===== config.mk =====
export PLATFORM = sky130hd
export DESIGN_NAME = scw_loader
export DESIGN_NICKNAME = d
export VERILOG_FILES = /design/src/rtl/scw_pkg.sv /design/src/rtl/scw_sync.sv /design/src/rtl/scw_shifter.sv /design/src/rtl/scw_latch.sv /design/src/rtl/scw_loader.sv
export SDC_FILE = /design/constraint.sdc
export NUM_CORES = 1
export LEC_CHECK = 0
export ABC_AREA = 1
export BUFFER_PORTS_ARGS = -buffer_cell sky130_fd_sc_hd__buf_2
export CAP_MARGIN = 20
export CORE_AREA = 2 2 78 80
export DETAILED_ROUTE_END_ITERATION = 6
export DIE_AREA = 0 0 80 82
export PLACE_DENSITY = 0.65
export SKIP_LAST_GASP = 1
export SLEW_MARGIN = 20
export SYNTH_ARGS = -nofsm -noshare
export SYNTH_HDL_FRONTEND = slang
export SYNTH_HIERARCHICAL = 1
export SYNTH_SLANG_ARGS = --single-unit

===== constraint.sdc =====
create_clock -name clk -period 1.9 [get_ports clk]
set_clock_uncertainty 0.1 [all_clocks]
set_input_delay 0.57 -clock clk [delete_from_list [all_inputs] [get_ports clk]]
set_output_delay 0.57 -clock clk [all_outputs]
set_load 0.03 [all_outputs]

===== src/rtl/scw_pkg.sv =====
package scw_pkg;
    localparam int REF_W    = 14;
    localparam int SWL_W    = 7;
    localparam int MAIN_W   = 11;
    localparam int WORD_W   = 1 + SWL_W + MAIN_W;
    localparam int RATIO_MIN = 3;

    localparam int REF_LSB  = 1;
    localparam int PRE_POS  = REF_LSB + REF_W;
    localparam int POL_POS  = PRE_POS + 1;
    localparam int OSEL_POS = POL_POS + 1;
    localparam int SWL_LSB  = 1;
    localparam int MAIN_LSB = SWL_LSB + SWL_W;

    typedef struct packed {
        logic [REF_W-1:0] ratio;
        logic             presc;
        logic             pol;
        logic             osel;
    } ref_grp_t;

    typedef struct packed {
        logic [SWL_W-1:0]  swl;
        logic [MAIN_W-1:0] main;
    } cnt_grp_t;

    function automatic ref_grp_t unpack_ref(input logic [WORD_W-1:0] w);
        ref_grp_t g;
        g.ratio = w[REF_LSB +: REF_W];
        g.presc = w[PRE_POS];
        g.pol   = w[POL_POS];
        g.osel  = w[OSEL_POS];
        return g;
    endfunction

    function automatic cnt_grp_t unpack_cnt(input logic [WORD_W-1:0] w);
        cnt_grp_t g;
        g.swl  = w[SWL_LSB +: SWL_W];
        g.main = w[MAIN_LSB +: MAIN_W];
        return g;
    endfunction
endpackage


===== src/rtl/scw_sync.sv =====
module scw_sync #(
    parameter int W = 3
) (
    input  logic         clk,
    input  logic         rst,
    input  logic [W-1:0] d,
    output logic [W-1:0] q
);
    for (genvar i = 0; i < W; i++) begin : g_bit
        logic ff1, ff2;
        always_ff @(posedge clk) begin
            if (rst) begin
                ff1 <= 1'b0;
                ff2 <= 1'b0;
            end else begin
                ff1 <= d[i];
                ff2 <= ff1;
            end
        end
        assign q[i] = ff2;
    end
endmodule


===== src/rtl/scw_shifter.sv =====
module scw_shifter
    import scw_pkg::*;
(
    input  logic              clk,
    input  logic              rst,
    input  logic              sclk_s,
    input  logic              sdata_s,
    input  logic              le_s,
    output logic [WORD_W-1:0] word_q,
    output logic              load_pulse
);
    logic sclk_d, le_d;
    logic shift_en;

    always_ff @(posedge clk) begin
        if (rst) begin
            sclk_d <= 1'b0;
            le_d   <= 1'b0;
        end else begin
            sclk_d <= sclk_s;
            le_d   <= le_s;
        end
    end

    assign shift_en   = sclk_s & ~sclk_d & ~le_s;
    assign load_pulse = le_s & ~le_d;

    always_ff @(posedge clk) begin
        if (rst)
            word_q <= '0;
        else if (shift_en)
            word_q <= {word_q[WORD_W-2:0], sdata_s};
    end
endmodule


===== src/rtl/scw_latch.sv =====
module scw_latch
    import scw_pkg::*;
(
    input  logic              clk,
    input  logic              rst,
    input  logic              load,
    input  logic [WORD_W-1:0] word,
    output ref_grp_t          ref_q,
    output cnt_grp_t          cnt_q,
    output logic              ref_ld,
    output logic              cnt_ld,
    output logic              err
);
    ref_grp_t ref_n;
    cnt_grp_t cnt_n;
    logic     to_ref;
    logic     bad;

    assign to_ref = word[0];
    assign ref_n  = unpack_ref(word);
    assign cnt_n  = unpack_cnt(word);
    assign bad    = to_ref ? (ref_n.ratio < REF_W'(RATIO_MIN))
                           : (cnt_n.main  < MAIN_W'(RATIO_MIN));

    always_ff @(posedge clk) begin
        if (rst) begin
            ref_q  <= '0;
            cnt_q  <= '0;
            ref_ld <= 1'b0;
            cnt_ld <= 1'b0;
            err    <= 1'b0;
        end else if (load) begin
            err <= bad;
            if (to_ref) begin
                ref_q  <= ref_n;
                ref_ld <= 1'b1;
            end else begin
                cnt_q  <= cnt_n;
                cnt_ld <= 1'b1;
            end
        end
    end
endmodule


===== src/rtl/scw_loader.sv =====
module scw_loader
    import scw_pkg::*;
(
    input  logic              clk,
    input  logic              rst,
    input  logic              ser_clk,
    input  logic              ser_data,
    input  logic              ser_le,
    output logic [REF_W-1:0]  ref_ratio,
    output logic              presc_sel,
    output logic              phase_pol,
    output logic              out_sel,
    output logic [SWL_W-1:0]  swallow,
    output logic [MAIN_W-1:0] main_ratio,
    output logic              ref_loaded,
    output logic              cnt_loaded,
    output logic              ratio_err
);
    logic [2:0]        sync_q;
    logic [WORD_W-1:0] word_q;
    logic              load_pulse;
    ref_grp_t          ref_q;
    cnt_grp_t          cnt_q;

    scw_sync #(.W(3)) u_sync (
        .clk (clk),
        .rst (rst),
        .d   ({ser_le, ser_data, ser_clk}),
        .q   (sync_q)
    );

    scw_shifter u_shift (
        .clk        (clk),
        .rst        (rst),
        .sclk_s     (sync_q[0]),
        .sdata_s    (sync_q[1]),
        .le_s       (sync_q[2]),
        .word_q     (word_q),
        .load_pulse (load_pulse)
    );

    scw_latch u_latch (
        .clk    (clk),
        .rst    (rst),
        .load   (load_pulse),
        .word   (word_q),
        .ref_q  (ref_q),
        .cnt_q  (cnt_q),
        .ref_ld (ref_loaded),
        .cnt_ld (cnt_loaded),
        .err    (ratio_err)
    );

    assign ref_ratio  = ref_q.ratio;
    assign presc_sel  = ref_q.presc;
    assign phase_pol  = ref_q.pol;
    assign out_sel    = ref_q.osel;
    assign swallow    = cnt_q.swl;
    assign main_ratio = cnt_q.main;
endmodule


-- Yosys cells after proc, flatten, opt, wreduce, memory -nomap -nowiden
Index checks and enable logic that the tools add are counted.
- register bits: 65
- bits of input ports: 5
- output and inout bits: 38
- logic and storage cells: 30
- magnitude comparators: 2
- multiplexer cells: 1
- bitwise logic cells: 7
- reduce and logical (&&, ||, !) cells: 2
- operator list (operator ; count):
    $lt 14x2->1 const B ; 1
    $lt 11x2->1 const B ; 1
    $not 1->1 ; 4
    $reduce_and 2->1 ; 2
    $and 1x1->1 ; 3
    $mux 1 ; 1

-- Longest topological paths before layout
- word-level depth: 3
- mapped depth: 10
- gate-level depth less buffers: 8

-- Modules after synthesis
The synthesis kept the hierarchy.
- modules (own cells, without submodules) (module ; instances ; cells an instance ; area an instance (µm²) ; sequential area each (µm²)):
    scw_latch ; 1 ; 176 ; 1436.4 ; 760.7
    scw_shifter ; 1 ; 129 ; 903.4 ; 420.4
    scw_sync ; 1 ; 21 ; 187.7 ; 120.1

-- Worst setup path before layout
Ideal clock, no wire load.
- path kind: register -> register
- from: register u_sync.g_bit[2].ff2
- to: register u_latch.err
- library setup time: 0.067 ns
- data arrival time: 1.259 ns
- data required time: 1.733 ns
- setup slack: 0.474 ns
- cell stages (with the launch flop): 11
- buffers on the path: 2
- period minus slack after synthesis: 1.426 ns
- path through: dfxtp_1 -> buf_4 -> inv_2 -> nor2_1 -> nand2_2 -> buf_6 -> nor2_4 -> nand2_1 -> nand2_1 -> nand2_1 -> a21oi_2
- word-level cells in the longest chain between the ends: 1
- RTL lines (item ; RTL line ; text):
    from (decl) ; scw_sync.sv:10 ; logic ff1, ff2;
    from (signal assigned) ; scw_sync.sv:14 ; ff2 <= 1'b0;
    from (signal assigned) ; scw_sync.sv:17 ; ff2 <= ff1;
    $and 1x1->1 ; scw_shifter.sv:26 ; assign load_pulse = le_s & ~le_d;
    net load_pulse ; scw_loader.sv:21 ; logic load_pulse;
    to (signal assigned) ; scw_latch.sv:31 ; err <= 1'b0;
    to (signal assigned) ; scw_latch.sv:33 ; err <= bad;
    to (decl) ; scw_latch.sv:12 ; output logic err
The timed path passes the listed nets, and every way through them passes these cells.
A chain may end at the register's enable or synchronous reset.

-- Final worst setup path
- from: register u_latch/cnt_q[11] (netlist name)
- to: output swallow[0]
- RTL lines (item ; RTL line ; text):
    to (decl) ; scw_loader.sv:13 ; output logic [SWL_W-1:0] swallow,
No word-level cell between the ends.

==> reports/qor.txt <==
internal power: 1.97 mW
CTS tree: yes
leakage power: 1.39 nW
post-synth cell types: 25
f_max: 0.642 GHz
Buf+Inv Stages, Crit Path: 1
Final Cycle Share: 82.0%
clock power share: 37.1%
H-tree Lvls: 3
status: complete, no violations
DIE AREA: 0.00656 sq mm
Row Count: 28
Min Clock Period, post-route: 1560 ps
area grow syn2layout: 15.2%
unrepaired setup endpoints after global routing: false
TritonCTS Buffers: 9
CTS clk-pin slew, worst paths: 60 ps
Ys Warns: 6
NetSw: 0.660 mW
first-pass GRT wire length: 8.00 mm
Placed Area: 0.00275 sq mm
Worst slew margin: 68.8%
number of nets still failing antenna checks after routing: 0
nets: 372
Seq cells post-synth: 65
core area: 0.00575 sq mm
Ports: 43
fraction of layout cells with a size suffix above 1: 24.5%
Final TNS setup: 0 ps
DR vias/cell: 4.52
Sequential Power Share: 54.8%
maximum VDD drop: 0.000378 V
cell breakdown of the critical path: buf_2
startpoint types: flop
Slew @ Worst Pin: 467 ps
deepest clock path buffer count: 2
crit path DAT: 890 ps
Setup CP Type: reg2out
per-cell routed wire length: 10.7 microns
slowest CP cell: dfxtp_1
Sw Ratio: 25.1%
largest net degree at the start of global routing: 45
Post-Route WL: 4.78 mm
Clock Latency Late Sink: 330 ps
largest cells by area after synthesis: dfxtp_1 (51%), nand2_1 (11%), nor2_1 (9.7%), inv_1 (5.6%), a211oi_1 (3.9%)
cell family with most CP delay: flip-flops
Synth top area share: 51.5%
Slew Limit Fails: 0
share of total power in combinational logic: 8.1%
Via Count: 2,015
max_cap viols: 0
pwr dens: 902 mW/mm^2
vias in the first global route: 1,773
Gate Count Post-Synth: 326
worst stage delay on the critical path: 350 ps
reg2reg start: u_sync/g_bit[2].ff2
GP Congestion: 0.708
Syn Area/Cell: 7.75 sq um
CTS Root Cell: clkbuf_8
Post-CTS Resized: 0
Die H: 82 microns
CP endpoint kind: output pin
initial antenna violation count: 0
Clock Sinks: 65
dpl hpwl: 3.15 mm
# diodes: 0
cell taking the most area after synthesis: dfxtp_1
GR Overflow Total: 0
DRC: 0
endpoints failing setup: 0
Worst EP required: 1230 ps
initial core utilization: 44.0%
Final Hold Fails: 0
register area share after synthesis: 51.5%
first drt pass iteration count: 4
Crit. Startpoint: u_latch/cnt_q[11]
PortBufs: 42
GR Util All Layers: 15.9%
hold path start: u_sync/g_bit[2].ff1
post-CTS setup buffer count: 0
post-route cell area: 0.00291 sq mm
Max FO, Critical Path: 2
Die X-Extent: 80 microns
DRT iter0 DRCs: 110
syn_nets: 331
# hold bufs at CTS: 0
worst min-delay path class: reg2reg
area of the mapped netlist: 0.00253 sq mm
[flip-flops by register name, indices dropped and copies added, names as in the netlist]
signal,flops
u_shift/word_q,19
u_latch/cnt_q,18
u_shift/le_d,1
u_sync/g_bit.ff2,3
u_latch/cnt_ld,1
u_latch/ref_ld,1
u_sync/g_bit.ff1,3
u_shift/sclk_d,1
u_latch/ref_q,17
u_latch/err,1
[layout by cell type (no fill, tap or decap)]
cell and count:
nor3b_1 1, a21oi_1 18, nand3_1 1, nor4_1 1, buf_4 4, clkbuf_8 10, inv_1 38, inv_4 1
dfxtp_1 65, inv_2 2, nor3_1 1, nand3_2 1, clkinv_2 4, clkinv_1 1, a211oi_2 2, nand2_4 1
clkbuf_1 1, a21oi_2 1, nor2_2 10, nand2_1 75, nor2_4 1, nand2_2 11, buf_2 42, a211oi_1 13
buf_12 1, nor2_1 65
[power by group through the flow]
stage	logic (mW)	clock network [mW]	registers (mW)
CTS	0.214	0.999	1.44
floorplan	0.140	0	1.49
global route	0.240	1.06	1.45
detailed placement	0.213	0	1.47
global placement	0.211	0	1.47
finish	0.211	0.976	1.44
[cells by family after synthesis]
| kind of cell | after synthesis | share of synthesized area, % |
|---|---|---|
| and+or+nand+nor | 168 | 28.2 |
| AOI/OAI and AO/OA | 34 | 8.76 |
| DFF | 65 | 51.5 |
| buffers and inverters | 59 | 11.5 |
[final timing paths]
path / end / slack [ps] / depth (start not counted)
worst max register to register: u_latch/ref_q[16] / 470 / 7
worst min register to register: u_sync/g_bit[2].ff2 / 300 / 2
worst min-delay path: u_sync/g_bit[2].ff2 / 300 / 2
worst max-delay path: swallow[0] / 340 / 1
[final cells by class]
cell class	instances	area, sq um
fill	576	2830
timing repair buffer	47	260
multi-input combinational	202	935
sequential	65	1300
clock buffer	11	141
clock inverter	4	20.0
tap	75	93.8
inverter	42	160
[per-layer routing]
layer,global-route usage [%],wire length (microns),vias up
li1,-,-,1067
met1,20.8,2310,895
met2,24.1,2120,46
met3,4.95,272,7
met4,7.12,72,0
met5,0,0,-
[stage by stage]
step	hold slack, ps	setup slack (ps)	cells	total power, mW	utilization (%)
finish	305	342	446	2.63	50.7
global route	332	296	446	2.75	50.7
CTS	304	324	446	2.65	50.7
detailed placement	295	480	431	1.68	47.9
global placement	294	543	431	1.68	47.9
floorplan	288	474	326	1.63	-
[synth_stat cells]
cell,instances
nand2_4,1
a21oi_2,1
a21oi_1,18
inv_1,38
dfxtp_1,65
nand3_1,1
a211oi_2,2
nor4_1,1
clkbuf_1,2
buf_1,1
nor2_2,10
inv_4,1
nand2_1,75
nor3b_1,1
buf_6,6
buf_4,5
nand3_2,1
inv_2,2
a211oi_1,13
nor2_1,65
nand2_2,11
nor2_4,1
nor3_1,1
clkinv_1,1
buf_2,3
(Power assumes the default switching activity.)
